File: src/rtl/bitop_pkg.sv
package bitop_pkg;

  localparam int FL_S = 7;
  localparam int FL_Z = 6;
  localparam int FL_Y = 5;
  localparam int FL_H = 4;
  localparam int FL_X = 3;
  localparam int FL_P = 2;
  localparam int FL_N = 1;
  localparam int FL_C = 0;

  typedef enum logic [1:0] {
    GRP_SHIFT = 2'd0,
    GRP_TEST  = 2'd1,
    GRP_CLR   = 2'd2,
    GRP_SETB  = 2'd3
  } grp_e;

  localparam logic [2:0] SEL_MEM = 3'd6;

  typedef struct packed {
    grp_e       grp;
    logic [2:0] idx;
    logic [2:0] sel;
  } fields_t;

endpackage

File: src/rtl/bitop_decode.sv
module bitop_decode
  import bitop_pkg::*;
#(
  parameter int W     = 8,
  parameter int SLOTS = 8
) (
  input  logic [7:0]         opcode,
  input  logic               idx_mode,
  input  logic [SLOTS*W-1:0] regs_in,
  input  logic [W-1:0]       mem_rdata,
  output fields_t            f,
  output logic               is_mem,
  output logic [W-1:0]       operand
);

  logic [W-1:0] slot [SLOTS];

  for (genvar k = 0; k < SLOTS; k++) begin : g_slot
    assign slot[k] = regs_in[k*W +: W];
  end

  assign f.grp = grp_e'(opcode[7:6]);
  assign f.idx = opcode[5:3];
  assign f.sel = opcode[2:0];

  assign is_mem  = idx_mode || (opcode[2:0] == SEL_MEM);
  assign operand = is_mem ? mem_rdata : slot[opcode[2:0]];

endmodule

File: src/rtl/bitop_alu.sv
module bitop_alu
  import bitop_pkg::*;
#(
  parameter int W = 8
) (
  input  fields_t      f,
  input  logic [W-1:0] operand,
  input  logic [W-1:0] flags_in,
  input  logic [W-1:0] ux_src,
  output logic [W-1:0] result,
  output logic [W-1:0] flags_new
);

  logic [W-1:0] sh;
  logic         cout;
  logic         cin;
  logic         tbit;
  logic [W-1:0] mask;

  assign cin  = flags_in[FL_C];
  assign mask = W'(1) << f.idx;
  assign tbit = |(operand & mask);

  always_comb begin
    sh   = operand;
    cout = 1'b0;
    unique case (f.idx)
      3'd0: begin sh = {operand[W-2:0], operand[W-1]}; cout = operand[W-1]; end
      3'd1: begin sh = {operand[0], operand[W-1:1]};   cout = operand[0];   end
      3'd2: begin sh = {operand[W-2:0], cin};          cout = operand[W-1]; end
      3'd3: begin sh = {cin, operand[W-1:1]};          cout = operand[0];   end
      3'd4: begin sh = {operand[W-2:0], 1'b0};         cout = operand[W-1]; end
      3'd5: begin sh = {operand[W-1], operand[W-1:1]}; cout = operand[0];   end
      3'd6: begin sh = {operand[W-2:0], 1'b1};         cout = operand[W-1]; end
      default: begin sh = {1'b0, operand[W-1:1]};      cout = operand[0];   end
    endcase
  end

  always_comb begin
    result    = operand;
    flags_new = flags_in;
    unique case (f.grp)
      GRP_SHIFT: begin
        result          = sh;
        flags_new       = '0;
        flags_new[FL_S] = sh[W-1];
        flags_new[FL_Z] = (sh == '0);
        flags_new[FL_Y] = sh[FL_Y];
        flags_new[FL_X] = sh[FL_X];
        flags_new[FL_P] = ~^sh;
        flags_new[FL_C] = cout;
      end
      GRP_TEST: begin
        result          = operand;
        flags_new       = '0;
        flags_new[FL_S] = (f.idx == 3'd7) && tbit;
        flags_new[FL_Z] = ~tbit;
        flags_new[FL_Y] = ux_src[FL_Y];
        flags_new[FL_H] = 1'b1;
        flags_new[FL_X] = ux_src[FL_X];
        flags_new[FL_P] = ~tbit;
        flags_new[FL_C] = cin;
      end
      GRP_CLR:  result = operand & ~mask;
      default:  result = operand | mask;
    endcase
  end

endmodule

File: src/rtl/bitop_ctrl.sv
module bitop_ctrl
  import bitop_pkg::*;
#(
  parameter int W         = 8,
  parameter int T_BASE    = 8,
  parameter int T_MEM_RMW = 7,
  parameter int T_MEM_BIT = 4,
  parameter int T_IDX_BIT = 20,
  parameter int T_IDX_RMW = 23,
  localparam int TS_W     = $clog2(T_IDX_RMW + 1)
) (
  input  logic            clk,
  input  logic            rst,
  input  logic            op_valid,
  input  logic            idx_mode,
  input  fields_t         f,
  input  logic [W-1:0]    refresh_in,
  output logic            done,
  output logic            reg_we,
  output logic [2:0]      reg_sel,
  output logic            mem_we,
  output logic [TS_W-1:0] tstates,
  output logic [W-1:0]    refresh_out
);

  localparam logic [TS_W-1:0] TS_BASE = TS_W'(T_BASE);
  localparam logic [TS_W-1:0] TS_MRMW = TS_W'(T_BASE + T_MEM_RMW);
  localparam logic [TS_W-1:0] TS_MBIT = TS_W'(T_BASE + T_MEM_BIT);
  localparam logic [TS_W-1:0] TS_XBIT = TS_W'(T_IDX_BIT);
  localparam logic [TS_W-1:0] TS_XRMW = TS_W'(T_IDX_RMW);

  logic            writes;
  logic            to_reg;
  logic            to_mem;
  logic [TS_W-1:0] cost;
  logic [W-1:0]    rf_next;

  assign writes = (f.grp != GRP_TEST);
  assign to_mem = writes && (idx_mode || f.sel == SEL_MEM);
  assign to_reg = writes && (f.sel != SEL_MEM);

  always_comb begin
    if (idx_mode)                cost = writes ? TS_XRMW : TS_XBIT;
    else if (f.sel != SEL_MEM)   cost = TS_BASE;
    else                         cost = writes ? TS_MRMW : TS_MBIT;
  end

  assign rf_next = idx_mode ? refresh_in
                            : {refresh_in[W-1], refresh_in[W-2:0] + (W-1)'(1)};

  always_ff @(posedge clk) begin
    if (rst) begin
      done        <= 1'b0;
      reg_we      <= 1'b0;
      mem_we      <= 1'b0;
      reg_sel     <= '0;
      tstates     <= '0;
      refresh_out <= '0;
    end else begin
      done   <= op_valid;
      reg_we <= op_valid && to_reg;
      mem_we <= op_valid && to_mem;
      if (op_valid) begin
        reg_sel     <= f.sel;
        tstates     <= cost;
        refresh_out <= rf_next;
      end
    end
  end


  reg_cost_chk: assert property (@(posedge clk) disable iff (rst)
    op_valid && !idx_mode && f.sel != SEL_MEM |=> tstates == TS_BASE);


  idx_cost_chk: assert property (@(posedge clk) disable iff (rst)
    op_valid && idx_mode |=> (tstates == TS_XBIT) || (tstates == TS_XRMW));


  idx_store_chk: assert property (@(posedge clk) disable iff (rst)
    op_valid && idx_mode && f.grp != GRP_TEST |=> mem_we);


  test_nowrite_chk: assert property (@(posedge clk) disable iff (rst)
    op_valid && f.grp == GRP_TEST |=> !mem_we && !reg_we);


  refresh_top_chk: assert property (@(posedge clk) disable iff (rst)
    op_valid |=> refresh_out[W-1] == $past(refresh_in[W-1]));


  idle_chk: assert property (@(posedge clk) disable iff (rst)
    !op_valid |=> !done && !mem_we && !reg_we);

endmodule

File: src/rtl/bitop_unit.sv
module bitop_unit
  import bitop_pkg::*;
#(
  parameter int W         = 8,
  parameter int T_BASE    = 8,
  parameter int T_MEM_RMW = 7,
  parameter int T_MEM_BIT = 4,
  parameter int T_IDX_BIT = 20,
  parameter int T_IDX_RMW = 23,
  localparam int SLOTS    = 8,
  localparam int TS_W     = $clog2(T_IDX_RMW + 1)
) (
  input  logic               clk,
  input  logic               rst,
  input  logic               op_valid,
  input  logic               idx_mode,
  input  logic [7:0]         opcode,
  input  logic [SLOTS*W-1:0] regs_in,
  input  logic [W-1:0]       mem_rdata,
  input  logic [W-1:0]       flags_in,
  input  logic [W-1:0]       ptr_hi,
  input  logic [W-1:0]       ea_hi,
  input  logic [W-1:0]       refresh_in,
  output logic               done,
  output logic [W-1:0]       result,
  output logic [W-1:0]       flags_out,
  output logic               reg_we,
  output logic [2:0]         reg_sel,
  output logic               mem_we,
  output logic [TS_W-1:0]    tstates,
  output logic [W-1:0]       refresh_out
);

  fields_t      f;
  logic         is_mem;
  logic [W-1:0] operand;
  logic [W-1:0] ux_src;
  logic [W-1:0] alu_res;
  logic [W-1:0] alu_flags;

  bitop_decode #(.W(W), .SLOTS(SLOTS)) u_dec (
    .opcode    (opcode),
    .idx_mode  (idx_mode),
    .regs_in   (regs_in),
    .mem_rdata (mem_rdata),
    .f         (f),
    .is_mem    (is_mem),
    .operand   (operand)
  );

  // undocumented-bit source for bit test: effective address, pointer, or operand
  assign ux_src = idx_mode ? ea_hi : (is_mem ? ptr_hi : operand);

  bitop_alu #(.W(W)) u_alu (
    .f         (f),
    .operand   (operand),
    .flags_in  (flags_in),
    .ux_src    (ux_src),
    .result    (alu_res),
    .flags_new (alu_flags)
  );

  bitop_ctrl #(
    .W(W), .T_BASE(T_BASE), .T_MEM_RMW(T_MEM_RMW), .T_MEM_BIT(T_MEM_BIT),
    .T_IDX_BIT(T_IDX_BIT), .T_IDX_RMW(T_IDX_RMW)
  ) u_ctrl (
    .clk         (clk),
    .rst         (rst),
    .op_valid    (op_valid),
    .idx_mode    (idx_mode),
    .f           (f),
    .refresh_in  (refresh_in),
    .done        (done),
    .reg_we      (reg_we),
    .reg_sel     (reg_sel),
    .mem_we      (mem_we),
    .tstates     (tstates),
    .refresh_out (refresh_out)
  );

  always_ff @(posedge clk) begin
    if (rst) begin
      result    <= '0;
      flags_out <= '0;
    end else if (op_valid) begin
      result    <= alu_res;
      flags_out <= alu_flags;
    end
  end


  keep_flags_chk: assert property (@(posedge clk) disable iff (rst)
    op_valid && opcode[7] |=> flags_out == $past(flags_in));


  test_flags_chk: assert property (@(posedge clk) disable iff (rst)
    op_valid && opcode[7:6] == 2'd1 |=>
      flags_out[FL_H] && !flags_out[FL_N] && flags_out[FL_C] == $past(flags_in[FL_C]));


  test_zp_chk: assert property (@(posedge clk) disable iff (rst)
    op_valid && opcode[7:6] == 2'd1 |=> flags_out[FL_Z] == flags_out[FL_P]);


  shift_hn_chk: assert property (@(posedge clk) disable iff (rst)
    op_valid && opcode[7:6] == 2'd0 |=>
      !flags_out[FL_H] && !flags_out[FL_N] && flags_out[FL_Z] == (result == '0));

endmodule

File: config.mk
export PLATFORM = sky130hd
export DESIGN_NAME = bitop_unit
export DESIGN_NICKNAME = d
export VERILOG_FILES = /design/src/rtl/bitop_pkg.sv /design/src/rtl/bitop_decode.sv /design/src/rtl/bitop_alu.sv /design/src/rtl/bitop_ctrl.sv /design/src/rtl/bitop_unit.sv
export SDC_FILE = /design/constraint.sdc
export NUM_CORES = 1
export LEC_CHECK = 0
export BUFFER_PORTS_ARGS = -buffer_cell sky130_fd_sc_hd__buf_2
export CORE_MARGIN = 5
export CORE_UTILIZATION = 38
export DETAILED_ROUTE_END_ITERATION = 16
export PLACE_DENSITY = 0.78
export SLEW_MARGIN = 20
export SYNTH_ARGS = -nofsm -noshare
export SYNTH_HDL_FRONTEND = slang
export SYNTH_SLANG_ARGS = --single-unit
File: constraint.sdc
create_clock -name clk -period 8.6 [get_ports clk]
set_input_delay 2.58 -clock clk [delete_from_list [all_inputs] [get_ports clk]]
set_output_delay 2.58 -clock clk [all_outputs]
set_load 0.005 [all_outputs]
**Yosys cells after proc, flatten, opt, wreduce, memory -nomap -nowiden**

Index checks and enable logic that the tools add are counted.

- $add $sub $neg: 1
- Order comparisons: 1
- Eq/ne operators: 12
- Shift-type cells: 1
- Muxes and demuxes: 15
- Bitwise gates (word level): 6
- Reduce and logical (&&, ||, !) cells: 12

Operator list:

| kind | count |
|---|---|
| 8-bit one-hot mux with 7 select lines | 1 |
| 8-bit binary-select mux with 3-bit select | 1 |
| 8-bit 2-to-1 mux | 3 |
| 8-bit one-hot mux with 3 select lines | 1 |
| 8-bit AND | 2 |
| 8-bit one-hot mux with 2 select lines | 1 |
| 3-bit == test, second input constant | 5 |
| 6-bit 2-to-1 mux | 2 |
| 5-bit 2-to-1 mux | 2 |
| 8-bit logical NOT | 1 |
| 8-bit inverter | 1 |
| 8-bit OR | 1 |
| 8-bit OR reduction | 1 |
| 8-bit XNOR reduction | 1 |
| 1-bit by 3-bit << shifter with 8-bit output, first input constant | 1 |
| 7-bit by 1-bit adder with 7-bit output, second input constant | 1 |
| 7-bit 2-to-1 mux | 1 |
| 3-bit by 2-bit == test with 1-bit output, second input constant | 2 |
| 1-bit logical AND | 5 |
| 4-bit greater-or-equal comparator, second input constant | 1 |
| 2-bit 2-to-1 mux | 2 |
| 3-bit inverter with 4-bit output | 1 |
| 4-bit OR reduction | 1 |
| 3-bit by 1-bit == test with 1-bit output, second input constant | 1 |
| other kinds (9) | 9 |

- Flip-flop bits (word level): 35
- Input bits: 116
- Output and inout port bits: 35
- Word-level logic and storage cells: 56

**Logic depth before layout (Yosys ltp)**

- Depth in word-level cells: 9
- Mapped depth: 14

**Hierarchy**

From an unflattened synthesis, not the netlist that was laid out.

- Cell total of the unflattened synthesis: 340
- Area, all modules: 2995.4 µm²

By module, submodules not included:

| module | instances | cells each | area an instance (µm²) |
|---|---|---|---|
| bitop_ctrl | 1 | 77 | 769.5 |
| bitop_decode | 1 | 86 | 747.0 |
| bitop_unit | 1 | 78 | 743.2 |
| bitop_alu | 1 | 99 | 735.7 |

**Worst setup path after synthesis**

No wires, ideal clock.

- Path kind: input -> register
- Start point: in opcode[0]
- End point: reg flags_out[2]
- Arrival: 4.927 ns
- Data required time: 8.467 ns
- Setup slack: 3.540 ns
- Stages: 12
- Path through: buf_6 mux4_2 nand2b_1 a32oi_1 or3_1 a21oi_1 a21oi_1 ha_1 xnor2_1 xnor2_1 a221oi_1 a211oi_2

- Word-level cells in the longest chain between the ends: 9
- Elaborated cells on any way between the ends: 13

Ends and longest elaborated chain:

| what | line | RTL |
|---|---|---|
| start, declared | bitop_unit.sv:17 | `input logic [7:0] opcode,` |
| 3-bit inverter with 4-bit output (not written as such) | bitop_decode.sv:27 | `assign operand = is_mem ? mem_rdata : slot[opcode[2:0]];` |
| 8-bit binary-select mux with 3-bit select | bitop_decode.sv:27 |  |
| 8-bit 2-to-1 mux (not written as such) (2 in series) | bitop_decode.sv:27 |  |
| 8-bit 2-to-1 mux (*) | bitop_decode.sv:27 |  |
| parallel branches: the longest is 3 deep, another holds 8-bit one-hot mux with 7 select lines | - |  |
| 8-bit one-hot mux with 2 select lines (*) | bitop_alu.sv:42 | `unique case (f.grp)` |
| end signal, assigned | bitop_unit.sv:87 | `flags_out <= alu_flags;` |
| end, declared | bitop_unit.sv:26 | `output logic [W-1:0] flags_out,` |

Mark *: on every way between the ends. The select of a mux whose other input is x is not followed.
A chain may end at the register's enable or synchronous reset.

**Final worst setup path**

Same ends and word-level chain as after synthesis.

==> results.md <==
| Stage | Result | Reported |
|---|---|---|
| synthesis | Per-instance average area after synthesis | 8.50 um2 |
| detailed routing | Vias after detailed routing | 2994 |
| timing | Worst Clk Skew | 0 ns |
| status | Status | completed |
| clock network | Sinks on Clock Net | 34 |
| detailed routing | Remaining antenna violation count after routing | 0 |
| floorplanning | Core Rows | 31 |
| floorplanning | Height of the die | 95.4 um |
| synthesis | Distinct cells, synth | 65 |
| synthesis | Synth warn | 0 |
| floorplanning | Horizontal die dimension | 95.4 um |
| timing | Final setup vio count | 0 |
| floorplanning | Ports placed on the boundary | 151 |
| floorplanning | Area inside the core boundary | 7180 um2 |
| detailed routing | DRC | 0 |
| worst setup path | Critical Path Start Type | primary input |
| clock network | CTS buffer count | 5 |
| clock network | Max clock buf depth | 2 |
| timing | Post-layout minimum cycle time | 5.68 ns |
| cells and area | Proportion of layout cells with a drive suffix above 1 | 39.5% |
| clock network | Clock slew seen by the registers of the worst setup and hold paths | 0.07 ns |
| timing | Setup repair after global routing missed its margin | no |
| detailed routing | Final routed wirelength across all metal layers | 9250 um |
| floorplanning | Total die area | 9100 um2 |
| cells and area | Antenna cells | 0 |
| synthesis | Post-Syn Nets | 447 |
| detailed routing | Length of the first detailed-routing pass in iterations | 4 |
| job | MaxCap Viol Count | 0 |
| detailed routing | Detailed router's first-iteration violation count | 252 |
| clock network | Count of H-tree levels built during CTS | 2 |
| cells and area | Combined area of the multi-input logic cells | 1900 um2 |
| global route | Antenna violations before repair | 0 |
| floorplanning | Starting Density | 38.6% |
| cells and area | Leading cell type in the layout, fill and taps excluded | sky130_fd_sc_hd__buf_2 |
| synthesis | Area share of the largest cell type after synthesis | 24.6% |
| timing | Peak clock frequency supported by timing | 0.176 GHz |
| timing | Worst max-slew margin expressed relative to the limit | 44.7% |
| synthesis | Async S/R FF share, synth | 0% |
| synthesis | Cells taking the most area after synthesis | sky130_fd_sc_hd__dfxtp_1 (25%), sky130_fd_sc_hd__mux4_2 (8.1%), sky130_fd_sc_hd__mux2i_1 (7.2%), sky130_fd_sc_hd__nor2_1 (6.2%), sky130_fd_sc_hd__a211oi_1 (3.5%) |
| placed design | Final weighted congestion in routability-driven placement | 0.909 |
| cells and area | Register cell area after layout | 681 um2 |
| synthesis | Cell taking the most area after synthesis | sky130_fd_sc_hd__dfxtp_1 |
| synthesis | Count of flip-flops with a built-in enable after synthesis | 0 |
| detailed routing | Max Used Layer | met4 |
| clock network | Gates resized, CTS repair | 0 |
| worst setup path | Endpoint arrival time on the critical path | 5.82 ns |
| placed design | Detailed placement HPWL | 7260 um |
| global route | Number of global-route vias before repair | 3075 |
| clock network | Root Buffer Master | sky130_fd_sc_hd__clkbuf_8 |
| clock network | Clock tree from TritonCTS | done |
| synthesis | Synthesized cell area | 2770 um2 |
| timing | Fin. Hold Viols | 0 |
| worst setup path | Largest fanout of any net on the critical path | 27 |
| clock network | Total of hold buffers inserted after clock tree synthesis | 0 |
| cells and area | Highest-count cells in the layout ignoring fill and taps | sky130_fd_sc_hd__buf_2 (138), sky130_fd_sc_hd__nor2_1 (46), sky130_fd_sc_hd__dfxtp_1 (34), sky130_fd_sc_hd__mux2i_1 (20), sky130_fd_sc_hd__nand2_1 (19) |
| timing | Max Slew Vio Count | 0 |
| timing | Setup tns final | 0 ns |
| timing | Transition time of the tightest slew-check pin | 0.829 ns |
| global route | Total overflow reported by the global router | 0 |
| power and ir drop | Power density over the cells | 138 nW/um2 |
| timing | Hold slack final | 0.475 ns |
| global route | First-pass GRT wire length | 14700 um |
| cells and area | Net count of the finished layout | 561 |
| global route | Largest net degree at the start of global routing | 45 |
| power and ir drop | Static Leak | 1.58 nW |
| cells and area | Area added between synthesis and finish | 27.7% |
| worst setup path | Worst path required time | 8.74 ns |
| worst setup path | Critical path start-end classification | in2reg |
| clock network | Clock latency of the later-clocked register in the worst-skew pair | 0.28 ns |
| min path | Kind of path behind the tightest hold check | reg2reg |
| synthesis | Flop and latch count out of synthesis | 34 |
| synthesis | Number of standard cells after synthesis | 326 |
| timing | Final worst path period share | 66.0% |
| synthesis | Post-synthesis sequential area ratio | 24.6% |
| cells and area | Number of filler instances in the final layout | 731 |
| detailed routing | Routed wire length per instance | 17.2 um |
| synthesis | Top_reg_cell synth | sky130_fd_sc_hd__dfxtp_1 |
| power and ir drop | Max VDD drop | 78.9 uV |
| detailed routing | Routed length on met2 | 4460 um |
| detailed routing | Total length of routed met3 wires | 846 um |
| global route | GRT Util Overall | 20.6% |
| placed design | IO Port Bufs | 138 |
| detailed routing | Via density per instance | 5.55 |
| detailed routing | Wire length the detailed router placed on met1 | 3780 um |
| clock network | Post-CTS setup buffer count | 0 |
| worst setup path | Endpoint type of the worst setup path | flop |
==> per-stage QoR <==
stage                     setup WS (ns)  power (mW)  util, %  instances  instance area [um2]
final                              2.92       0.487     49.3        539                 3540
after global routing               2.63       0.516     49.3        539                 3540
after CTS                          2.90       0.490     49.3        539                 3540
after detailed placement           2.62       0.338     47.8        532                 3430
after global placement             2.67       0.334     47.8        532                 3430
after floorplan                    3.54       0.282        -        326                 2770
==> path summary, 6_finish.rpt <==
| path | slack (ns) | cells after the start | startpoint | end |
|---|---|---|---|---|
| setup / recovery | 2.92 | 12 | opcode[0] | flags_out[2] |
| hold / removal | 0.47 | 2 | flags_out[1] | flags_out[1] |
| hold reg to reg | 0.47 | 2 | flags_out[1] | flags_out[1] |
| setup reg to reg | 7.85 | 2 | result[6] | result[6] |
==> routing by layer <==
| metal | global-route usage (%) | up-vias |
|---|---|---|
| met5 | 0 | - |
| met4 | 5.57 | 0 |
| met3 | 5.21 | 14 |
| met2 | 34.6 | 150 |
| met1 | 26.3 | 1380 |
| li1 | - | 1450 |
==> sequential cells by signal (all words and copies together), names as in the netlist <==
| name | flops |
|---|---|
| u_ctrl.done | 1 |
| result | 8 |
| u_ctrl.tstates | 4 |
| u_ctrl.mem_we | 1 |
| flags_out | 8 |
| u_ctrl.reg_sel | 3 |
| u_ctrl.refresh_out | 8 |
| u_ctrl.reg_we | 1 |
==> cell type report <==
class	instances	area share, %
well taps	99	3.50
flip-flops and latches	34	19.2
repair buffers	138	19.5
clock inverters	1	0.848
clock buffers	6	2.33
inverters	8	0.848
multi-input cells	253	53.7
==> kinds of logic after synthesis <==
kind of cell,share of synthesized area [%]
simple gates,18.5
compound gates,25.6
buf+inv,6.82
mux,19.4
flops,24.6
xor+xnor,2.84
fa+ha+maj,2.26
==> power by group <==
part / switching, mW / internal [mW] / leakage, nW / total (mW)
registers: 0.00561 / 0.169 / 0.282 / 0.175
clock network: 0.0602 / 0.0928 / 0.0573 / 0.153
logic: 0.0840 / 0.0758 / 1.24 / 0.160
==> synthesized netlist by cell type (all sizes together), types with 6 or more instances <==
cell type  number
clkbuf         21
o21ai          17
nand3           9
a211oi         14
a311oi          7
nand2          19
buf            10
a21oi          14
mux2i          21
mux2            8
dfxtp          34
nor2           47
inv             8
mux4           10
xnor2           6
==> critical path: stages <==
cell and delay [ns]:
sky130_fd_sc_hd__buf_2 0.53, sky130_fd_sc_hd__mux4_2 0.58, sky130_fd_sc_hd__nand2b_1 0.18, sky130_fd_sc_hd__a32oi_1 0.53, sky130_fd_sc_hd__or3_1 0.21, sky130_fd_sc_hd__a21oi_1 0.06, sky130_fd_sc_hd__a21oi_1 0.16, sky130_fd_sc_hd__ha_1 0.26
sky130_fd_sc_hd__xnor2_1 0.18, sky130_fd_sc_hd__xnor2_1 0.10, sky130_fd_sc_hd__a221oi_1 0.33, sky130_fd_sc_hd__a211oi_2 0.12
No activity file was read; power rests on OpenSTA's default activity.
